$ cat config.mk
export PLATFORM = sky130hd
export DESIGN_NAME = thr_picker
export DESIGN_NICKNAME = d
export VERILOG_FILES = /design/src/rtl/thr_pick_pkg.sv /design/src/rtl/thr_pick_susp.sv /design/src/rtl/thr_pick_hist.sv /design/src/rtl/thr_pick_arb.sv /design/src/rtl/thr_picker.sv
export SDC_FILE = /design/constraint.sdc
export NUM_CORES = 1
export LEC_CHECK = 0
export BUFFER_PORTS_ARGS = -buffer_cell sky130_fd_sc_hd__buf_4
export CAP_MARGIN = 20
export CORE_ASPECT_RATIO = 1.4
export CORE_MARGIN = 2
export CORE_UTILIZATION = 46
export DETAILED_ROUTE_END_ITERATION = 10
export PLACE_DENSITY_LB_ADDON = 0.2
export RECOVER_POWER = 100
export SLEW_MARGIN = 20
export SYNTH_ARGS = -nofsm -noshare
export SYNTH_HDL_FRONTEND = slang
export SYNTH_SLANG_ARGS = --single-unit
$ cat constraint.sdc
create_clock -name clk_i -period 3.3 [get_ports clk_i]
set_input_delay 0.33 -clock clk_i [delete_from_list [all_inputs] [get_ports clk_i]]
set_output_delay 0.33 -clock clk_i [all_outputs]
set_load 0.02 [all_outputs]
$ cat src/rtl/thr_pick_pkg.sv
package thr_pick_pkg;
  localparam int unsigned N_CTX_DEF = 4;
endpackage

$ cat src/rtl/thr_pick_susp.sv
module thr_pick_susp #(
  parameter int unsigned N_CTX = thr_pick_pkg::N_CTX_DEF
) (
  input  logic             clk_i,
  input  logic             rst_ni,
  input  logic [N_CTX-1:0] miss_vld_i,
  input  logic [N_CTX-1:0] miss_ld_i,
  input  logic [N_CTX-1:0] fill_i,
  output logic [N_CTX-1:0] susp_o
);
  logic [N_CTX-1:0] susp_q;

  for (genvar k = 0; k < N_CTX; k++) begin : g_ctx
    logic ld_miss;
    assign ld_miss = miss_vld_i[k] & miss_ld_i[k];
    // new miss wins over a simultaneous fill
    always_ff @(posedge clk_i or negedge rst_ni) begin
      if (!rst_ni)        susp_q[k] <= 1'b0;
      else if (ld_miss)   susp_q[k] <= 1'b1;
      else if (fill_i[k]) susp_q[k] <= 1'b0;
    end
  end

  assign susp_o = susp_q;
endmodule

$ cat src/rtl/thr_pick_hist.sv
module thr_pick_hist #(
  parameter int unsigned N_CTX = thr_pick_pkg::N_CTX_DEF,
  localparam int unsigned IDX_W = (N_CTX > 1) ? $clog2(N_CTX) : 1
) (
  input  logic             clk_i,
  input  logic             rst_ni,
  input  logic             vld_i,
  input  logic [N_CTX-1:0] gnt_i,
  input  logic [IDX_W-1:0] gnt_idx_i,
  output logic [N_CTX-1:0] last_o,
  output logic [IDX_W-1:0] ptr_o
);
  localparam logic [IDX_W-1:0] PTR_RST = IDX_W'(N_CTX - 1);

  logic [N_CTX-1:0] last_q;
  logic [IDX_W-1:0] ptr_q;

  always_ff @(posedge clk_i or negedge rst_ni) begin
    if (!rst_ni) begin
      last_q <= '0;
      ptr_q  <= PTR_RST;
    end else if (vld_i) begin
      last_q <= gnt_i;
      ptr_q  <= gnt_idx_i;
    end else begin
      last_q <= '0;  // idle cycle lifts the exclusion
    end
  end

  assign last_o = last_q;
  assign ptr_o  = ptr_q;
endmodule

$ cat src/rtl/thr_pick_arb.sv
module thr_pick_arb #(
  parameter int unsigned N_CTX = thr_pick_pkg::N_CTX_DEF,
  localparam int unsigned IDX_W = (N_CTX > 1) ? $clog2(N_CTX) : 1
) (
  input  logic             en_i,
  input  logic [N_CTX-1:0] active_i,
  input  logic [N_CTX-1:0] susp_i,
  input  logic [N_CTX-1:0] last_i,
  input  logic [IDX_W-1:0] ptr_i,
  output logic [N_CTX-1:0] gnt_o,
  output logic [IDX_W-1:0] gnt_idx_o,
  output logic             vld_o
);
  logic [N_CTX-1:0] elig;
  logic             found;
  int unsigned      cand;

  assign elig  = en_i ? (active_i & ~susp_i & ~last_i) : '0;
  assign vld_o = |elig;

  always_comb begin
    gnt_o     = '0;
    gnt_idx_o = '0;
    found     = 1'b0;
    cand      = 0;
    for (int unsigned i = 1; i <= N_CTX; i++) begin
      cand = (int'(ptr_i) + i) % N_CTX;
      if (!found && elig[cand]) begin
        gnt_o[cand] = 1'b1;
        gnt_idx_o   = cand[IDX_W-1:0];
        found       = 1'b1;
      end
    end
  end
endmodule

$ cat src/rtl/thr_picker.sv
module thr_picker #(
  parameter int unsigned N_CTX = thr_pick_pkg::N_CTX_DEF,
  localparam int unsigned IDX_W = (N_CTX > 1) ? $clog2(N_CTX) : 1
) (
  input  logic             clk_i,
  input  logic             rst_ni,
  input  logic [N_CTX-1:0] active_i,
  input  logic [N_CTX-1:0] miss_vld_i,
  input  logic [N_CTX-1:0] miss_ld_i,
  input  logic [N_CTX-1:0] fill_i,
  output logic [N_CTX-1:0] grant_o,
  output logic             valid_o
);
  logic [N_CTX-1:0] susp, last, gnt;
  logic [IDX_W-1:0] ptr, gnt_idx;
  logic             vld;

  thr_pick_susp #(.N_CTX(N_CTX)) i_susp (
    .clk_i, .rst_ni, .miss_vld_i, .miss_ld_i, .fill_i, .susp_o(susp)
  );

  thr_pick_arb #(.N_CTX(N_CTX)) i_arb (
    .en_i(rst_ni), .active_i, .susp_i(susp), .last_i(last), .ptr_i(ptr),
    .gnt_o(gnt), .gnt_idx_o(gnt_idx), .vld_o(vld)
  );

  thr_pick_hist #(.N_CTX(N_CTX)) i_hist (
    .clk_i, .rst_ni, .vld_i(vld), .gnt_i(gnt), .gnt_idx_i(gnt_idx),
    .last_o(last), .ptr_o(ptr)
  );

  assign grant_o = gnt;
  assign valid_o = vld;
endmodule

# Yosys cells after proc, flatten, opt, wreduce, memory -nomap -nowiden
# Index checks and enable logic that the tools add are counted.
word_totals:
  inputBits: 18
  output_inout_bits: 5
  register_bits: 10
  elab_cells: 81
classes:
  reduce_logical: 15
  bitwise_logic: 11
  n_addsub: 4
  muxes: 37
  order_cmp: 8
op_table:
  columns: ["operator", "count"]
  rows:
  - ["two-way mux 4 bit", 6]
  - ["two-way mux 1 bit", 19]
  - ["< comparator 2 x 3 -> 1 bit (second input constant)", 4]
  - ["bitwise OR 4 bit", 3]
  - ["AND 4 bit", 2]
  - ["binary-select mux 1 bit (select 2 bit)", 4]
  - ["demux 1 bit (select 2 bit)", 4]
  - [">= comparator 2 x 1 -> 1 bit (second input constant)", 4]
  - ["two-way mux 2 bit", 4]
  - ["NOT 4 bit", 2]
  - ["nonzero test 2 bit", 4]
  - ["logical AND 1 bit", 7]
  - ["adder 2 x 1 -> 2 bit (second input constant)", 2]
  - ["adder 2 bit (second input constant)", 2]
  - ["AND 1 bit", 4]
  - ["OR reduction 4 bit", 1]
  - ["zero test 1 bit", 3]

# Logic depth before layout (Yosys ltp)
# Gate-level depths: netlist (run 1).
logic_depth:
  depth_word: 17
  depth_mapped: 7
  depth_no_buf: 6

# Modules after synthesis
# From an unflattened synthesis (run 1), not the netlist that was laid out.
hier_totals:
  hier_cells: 94
  hier_area_um2: 923.4
modules_own_cells:
  columns: ["mod", "seq_area_each_um2", "instances", "area_per_inst_um2", "cells_each"]
  rows:
  - ["thr_pick_arb", 0.0, 1, 553.0, 66]
  - ["thr_pick_hist", 152.6, 1, 205.2, 12]
  - ["thr_pick_susp", 100.1, 1, 165.2, 16]

# Least setup slack after synthesis (run 1)
# Ideal clock, no wire load.
synth_timing:
  path_type: "register to output"
  startpoint: "register i_hist.ptr_q[0] (netlist: i_hist.ptr_o[0])"
  endpoint: "output port grant_o[2]"
  required_ps: 2970
  path_stages_with_launch: 7
  path_buffers: 1
  t_arrival_ps: 2127
  slack_ps: 843
  cell_sequence: "dfstp_2 > buf_2 > inv_1 > ha_1 > mux4_2 > and2_1 > o22ai_1"
synth_via:
  elab_chain_len: 13
  elab_cells_between_ends: 48
  classes_between: "add/sub (4); order compare (8); mux (23); bitwise (3); reduce/logical (10)"
synth_lines:
  columns: ["item", "line", "source"]
  rows:
  - ["start: declaration", "thr_pick_hist.sv:16", "logic [IDX_W-1:0] ptr_q;"]
  - ["start signal: assignment", "thr_pick_hist.sv:24", "ptr_q <= gnt_idx_i;"]
  - ["branches (longest 12 deep; another with < comparator 2 x 3 -> 1 bit)", null, null]
  - ["two-way mux 4 bit (*)", "thr_pick_arb.sv:28", "if (!found && elig[cand]) begin"]
  - ["end: declaration", "thr_picker.sv:11", "output logic [N_CTX-1:0] grant_o,"]
# Every way passes the cells marked *. The select of a mux whose other input is x is not followed.

# Worst setup path after layout (run 1)
layout_timing:
  startpoint: "input port rst_ni"
  endpoint: "output port grant_o[3]"
layout_via:
  elab_chain_len: 13
  elab_cells_between_ends: 25
  classes_between: "mux (16); bitwise (3); reduce/logical (6)"
layout_lines:
  columns: ["item", "line", "source"]
  rows:
  - ["start: declaration", "thr_picker.sv:6", "input logic rst_ni,"]
  - ["two-way mux 4 bit (*)", "thr_pick_arb.sv:18", "assign elig = en_i ? (active_i & ~susp_i & ~last_i) : '0;"]
  - ["binary-select mux 1 bit (select 2 bit)", "thr_pick_arb.sv:28", null]
  - ["two-way mux 1 bit (implied by the code)", "thr_pick_arb.sv:28", null]
  - ["two-way mux 1 bit", "thr_pick_arb.sv:28", null]
  - ["zero test 1 bit", "thr_pick_arb.sv:28", null]
  - ["logical AND 1 bit", "thr_pick_arb.sv:28", null]
  - ["two-way mux 1 bit", "thr_pick_arb.sv:28", null]
  - ["zero test 1 bit", "thr_pick_arb.sv:28", null]
  - ["logical AND 1 bit", "thr_pick_arb.sv:28", null]
  - ["two-way mux 1 bit", "thr_pick_arb.sv:28", null]
  - ["zero test 1 bit", "thr_pick_arb.sv:28", null]
  - ["logical AND 1 bit", "thr_pick_arb.sv:28", null]
  - ["two-way mux 4 bit (*)", "thr_pick_arb.sv:28", null]
# Every way passes the cells marked *; elsewhere a longest branch is shown, timed or not. The select of a mux whose other input is x is not followed.

==> results of run 1 <==
per-stage QoR:
| step | setup WS, ns | cell area (µm²) | hold WS, ns |
|---|---|---|---|
| floorplan | 0.843 | 851 | 0.0344 |
| global placement | 0.806 | 1030 | 0.179 |
| detailed placement | 0.691 | 1030 | 0.179 |
| CTS | 0.285 | 1070 | 0.237 |
| global route | 0.0972 | 1060 | 0.224 |
| finish | 0.242 | 1060 | 0.241 |
power by group through the flow:
| stage | Combinational [µW] | Sequential (µW) | Clock, µW |
|---|---|---|---|
| final | 506 | 221 | 109 |
| after CTS | 527 | 221 | 113 |
| after floorplan | 401 | 195 | 0 |
| after detailed placement | 523 | 223 | 0 |
| after global placement | 512 | 217 | 0 |
| after global routing | 555 | 226 | 120 |
how the worst max path moves through the flow:
stage | startpoint | to | slack, ns | depth (start not counted)
CTS | rst_ni | grant_o[2] | 0.28 | 8
detailed placement | i_hist.ptr_o[0] | grant_o[2] | 0.69 | 7
finish | rst_ni | grant_o[3] | 0.24 | 9
global route | rst_ni | grant_o[3] | 0.1 | 9
global placement | i_hist.ptr_o[0] | grant_o[1] | 0.81 | 7
floorplan | i_hist.ptr_o[0] | grant_o[2] | 0.84 | 6
state kept, by name, indices dropped and copies added (netlist names):
name and count:
i_hist.last_o 4, i_hist.ptr_o 2, i_susp.susp_o 4
cells in the final DEF (no fill, tap or decap), types with 2 or more instances in the layout:
cell / Yosys / routed
o22ai_1: 8 / 8
mux4_2: 3 / 3
and3_1: 2 / 2
nor2b_1: 3 / 3
nand4bb_1: 2 / 2
nor3_1: 3 / 3
dfstp_2: 2 / 2
nand2_1: 6 / 6
clkbuf_4: 0 / 3
clkbuf_2: 0 / 2
buf_4: 0 / 21
inv_1: 9 / 9
nor2_1: 4 / 4
dfrtp_1: 8 / 8
o21ai_0: 5 / 5
a221oi_2: 4 / 4
ha_1: 7 / 7
area by class of cell:
cell class / instances / area, µm²
repair buffers: 25 / 181
clock buffers: 4 / 36.3
flip-flops and latches: 10 / 253
multi-input cells: 60 / 527
fillers: 168 / 697
inverters: 10 / 37.5
well taps: 20 / 25.0
worst max-delay path, delay by kind of cell:
kind / cells / cell delay [ns]
AOI/OAI and AO/OA: 2 / 0.22
and+or+nand+nor: 2 / 0.42
buffers and inverters: 4 / 1.15
muxes: 1 / 0.60
layer usage:
| metal | track usage, % | share of wire [%] | vias up | wire [µm] |
|---|---|---|---|---|
| li1 | - | - | 363 | - |
| met1 | 22.4 | 39 | 382 | 775 |
| met2 | 39.4 | 56 | 19 | 1100 |
| met3 | 2.44 | 3.8 | 2 | 75 |
| met4 | 13.3 | 1.4 | 0 | 27 |
| met5 | 0 | 0 | - | 0 |
cell families (layout without fill, tap and decap cells):
family          Yosys count  in the layout  share of synthesized area [%]
simple gates             26             26                           21.6
fa+ha+maj                 7              7                           10.3
flops                    10             10                           29.7
mux                       3              3                           7.94
compound gates           23             23                           21.8
buf+inv                  13             39                           7.65
xor+xnor                  1              1                           1.03
==> reports/results.txt, run 1 <==
Commonest cells in the netlist = 9 x inv_1, 8 x dfrtp_1, 8 x o22ai_1
Internal = 457 µW
IO Pins = 23
Fin util = 60.3%
Max rail drop VDD = 0.517 mV
Later-pin clock latency in the skew report = 0.26 ns
Relative slew slack = 73.0%
Hold endpoint = i_susp.susp_o[2]
Layout cells sized above 1 = 36.7%
Worst-margin pin slew = 0.395 ns
Combinational group share of total power = 60.5%
Final Cycle Share = 92.7%
Post-route ant nets = 0
Highest-delay cell along the critical path = mux4_2
Post-Syn Area = 851 µm²
Hold Crit Class = input pin to register
R2R Path End = i_hist.last_o[1]
FF-to-FF Start = i_hist.ptr_o[0]
Largest net degree at the start of global routing = 17
# DRC = 0
R2R cell count = 6
#FFs+latches synth = 10
Antenna cells = 0
Worst R2R Setup Slack = 1.04 ns
Max clock buf depth = 2
GRT overflow = 0
CTS tree = built
Routed wire length per instance = 15.3 µm
Die width = 40.3 µm
Post-layout min period = 3.06 ns
TNS Setup = 0 ns
Worst hold stages = 2
# clock sinks = 10
Psw = 379 µW
Synth Warn # = 0
Post-synth top flop = dfrtp_1
Cts repair resizes = 0
Critical Path AT = 2.73 ns
HPWL after DPL = 1540 µm
Overall Power = 836 µW
Number of H-tree levels = 1
Yosys top cell by area = dfrtp_1
DRT Wirelength = 1980 µm
Outcome = completed
Seq pwr share = 26.5%
Average cell area after synthesis = 10.3 µm²
Fin. max-slew vios = 0
First-pass GRT wire length = 3190 µm
Via Count = 766
CP Class = input pin to output port
Number of global-route vias before repair = 746
Initial DRC Count = 2
Min-delay src = fill_i[2]
Most common cell type on the critical path = buf_4
Core area = 0.00176 mm²
CP Max Fanout = 16
NumNets Final = 135
I/O Buffers = 22
Root Driver = clkbuf_4
Clock-pin slew on the worst setup and hold paths = 0.07 ns
Synth top area share = 23.5%
Drt pass-1 iters = 4
Largest stage delay on the critical path = 0.60 ns
Pleak = 0.000491 µW
Clock power frac = 13.0%
Unrepaired setup endpoints after global routing = no
Sw frac = 45.3%
Antenna violations before repair = 0
Final hold violations = 0
Post-route insts no fill = 129
GPL Wtd Cong = 0.866
Die Footprint = 0.00221 mm²
Post-CTS Setup Inserts = 0
Register area share after synthesis = 29.7%
Pwr/cell area = 789 mW/mm²
Final setup vio count = 0
Post-synth EDFFs = 0
Number of vias per cell = 5.94
Crit-path cells = dlygate4sd3_1, buf_4, nor4bb_2, buf_4, mux4_2, nor2b_4, a221oi_2, o22ai_1, clkbuf_1
Die height = 54.9 µm
Top-count cell post-synth = inv_1
MaxCap Viol Count = 0
Placed Cells incl. Taps = 124
Top cells by area, synth = dfrtp_1 24%, ha_1 10%, mux4_2 7.9%
Inserted Clock Buffers = 3
Rows = 18
Post-synth cell types = 29
Gr usage total = 21.7%
Mapped Cells = 83
Cts hold-fix bufs = 1
Post-synth ARST share = 100%
Crit path required time = 2.97 ns
Initial Utilization = 48.4%
Synthesis-to-layout area growth = 24.6%
Setup crit end kind = output port
Mapped Nets = 108
Worst Clk Skew = 0.00820 ns
Critical path launch point type = input pin
Max Clk Rate = 327 MHz
Power figures use the tool's default switching activity.
==> run 2: changes to the inputs <==
ABC_AREA = 1   (was unset)
==> reports/results.txt, run 2 <==
Buffers plus inverters on the worst setup path = 4
Mux cell area share after synthesis = 0%
# clock sinks = 10
Number of H-tree levels = 1
Combinational family with the most area after synthesis = simple AND/OR/NAND/NOR gates
Dpl ws = 0.912 ns
Post-synth cell types = 18
Pleak = 0.000619 µW
Final setup vio count = 0
Mapped Cells = 123
Synthesis-to-layout area growth = 26.0%
Highest-delay cell along the critical path = dfstp_1
MaxCap Viol Count = 0
Synth Warn # = 0
# DRC = 0
Post-synth top flop = dfrtp_1
Core area = 0.00178 mm²
Max Clk Rate = 352 MHz
Rows = 18
Later-pin clock latency in the skew report = 0.27 ns
Final hold violations = 0
Worst hold stages = 2
Drt pass-1 iters = 4
Post-route cell area = 0.00111 mm²
FF-to-FF Start = i_hist.ptr_o[1]
Worst Clk Skew = 0.00114 ns
Inserted Clock Buffers = 3
IO Pins = 23
R2R cell count = 9
Setup crit end kind = output port
Placed Cells incl. Taps = 165
Most common cell type on the critical path = nand3_1
Synth top area share = 22.8%
Antenna cells = 0
Initial Utilization = 49.4%
Yosys top cell by area = dfrtp_1
Post-route insts no fill = 170
Routed wire length per instance = 11.5 µm
Top-count cell post-synth = nand3_1
Worst-margin pin slew = 0.279 ns
Register Area = 253 µm²
Post-layout min period = 2.84 ns
Max clock buf depth = 2
I/O Buffers = 22
CTS tree = built
Relative slew slack = 81.3%
Top cells by area, synth = dfrtp_1 23%, nand3_1 20%, nand2_1 13%
Commonest non-fill, non-tap cell in the layout = nand3_1
Min-delay src = fill_i[3]
Max rail drop VDD = 0.451 mV
Number of global-route vias before repair = 780
Post-synth EDFFs = 0
DRT Wirelength = 1960 µm
Post-CTS Setup Inserts = 0
Pwr/cell area = 803 mW/mm²
Register area share after synthesis = 28.7%
Area of the multi-input gates = 567 µm²
Initial DRC Count = 22
GPL Wtd Cong = 0.905
R2R Path End = i_hist.last_o[2]
First-pass GRT wire length = 3270 µm
#FFs+latches synth = 10
TNS Setup = 0 ns
Crit-path cells = inv_1, ha_1, inv_1, nand3_1, nand2_1, nand3_1, nand2_1, clkinv_1, nand3_1, clkbuf_1
Fin. max-slew vios = 0
GRT overflow = 0
HPWL after DPL = 1600 µm
Clock-pin slew on the worst setup and hold paths = 0.07 ns
Cts hold-fix bufs = 1
Via Count = 907
Final worst slack = 0.457 ns
Gr usage total = 20.1%
Worst R2R Setup Slack = 1.18 ns
Post-route ant nets = 0
Cts repair resizes = 0
Compound-Gate Fraction of Synth Area = 4.13%
Die height = 55.7 µm
Post-Synth Adder-Cell Area = 9.96%
Simple-gate share of the synthesized area = 50.4%
Layout cells sized above 1 = 27.3%
Mapped Nets = 148
Commonest cells in the netlist = 35 x nand3_1, 30 x nand2_1, 11 x inv_1
Layout filler cell count = 171
Number of vias per cell = 5.34
Final Cycle Share = 86.1%
Crit path required time = 2.97 ns
Crit path max-delay family = buffers and inverters
Critical path launch point type = register
Unrepaired setup endpoints after global routing = no
Largest net degree at the start of global routing = 15
Post-synth ARST share = 100%
Post-Syn Area = 880 µm²
Dpl cell area = 0.00107 mm²
NumNets Final = 176
Largest stage delay on the critical path = 0.67 ns
Die width = 41.0 µm
Antenna violations before repair = 0
Outcome = completed
CP Class = register to output port
Die Footprint = 0.00228 mm²
Hold Crit Class = input pin to register
Critical Path AT = 2.51 ns
Average cell area after synthesis = 7.15 µm²
CP Max Fanout = 8
Commonest cells after routing, fill and taps aside = 35 x nand3_1, 30 x nand2_1, 20 x buf_4, 11 x inv_1, 8 x dfrtp_1
Root Driver = clkbuf_4
Hold endpoint = i_susp.susp_o[3]
Post-Synth XOR/XNOR Area = 0%
Critical path startpoint = i_hist.ptr_o[1]
## run 2: cell types whose count changed in the layout (fill, tap and decap cells not counted), moves of 3 or more
cell,before,now
o22ai_1,8,0
nor3_1,3,0
nand3_1,0,35
nor2b_1,3,0
nand3_2,0,3
nand2_1,6,30
clkinv_1,0,3
mux4_2,3,0
nand2_4,0,5
nand2_2,0,3
a221oi_2,4,0
## run 2: area by class of cell
cell class                 count  area share, %
clock buffer                   4           3.27
inverter                      16           5.42
tap                           20           2.26
sequential                    10           22.8
timing repair buffer          23           15.1
multi-input combinational     97           51.1
## run 2: worst max path at each step
stage	endpoint	slack, ns	cells after the start
floorplan	grant_o[0]	1.14	9
global placement	grant_o[3]	0.96	10
detailed placement	grant_o[1]	0.91	10
CTS	grant_o[3]	0.61	10
global route	grant_o[0]	0.21	10
finish	grant_o[0]	0.46	10
## run 2: kinds of logic (layout without fill, tap and decap cells)
kind of cell               Yosys count  in the layout
AOI/OAI and AO/OA                    7              7
adders and majority gates            7              7
buffers and inverters               16             43
DFF                                 10             10
and+or+nand+nor                     83             83
## run 2: routing by layer
metal  vias to the layer above  global-route usage (%)  wire [µm]
li1                        459                       -          -
met1                       411                    24.6        752
met2                        33                    33.0       1060
met3                         4                    3.60        120
met4                         0                    7.14         33
met5                         -                       0          0
## run 2: power breakdown
part,total [µW],switching (µW),internal (µW)
Sequential,200,37.3,163
Clock,112,44.6,67.1
Combinational,578,378,200
## run 2: stage by stage
stage / power, µW / utilization, % / hold slack, ns
after detailed placement: 790 / 60.1 / 0.179
final: 890 / 62.3 / 0.244
after floorplan: 626 / - / 0.0344
after global routing: 977 / 62.3 / 0.239
after global placement: 781 / 60.1 / 0.178
after CTS: 910 / 62.7 / 0.232
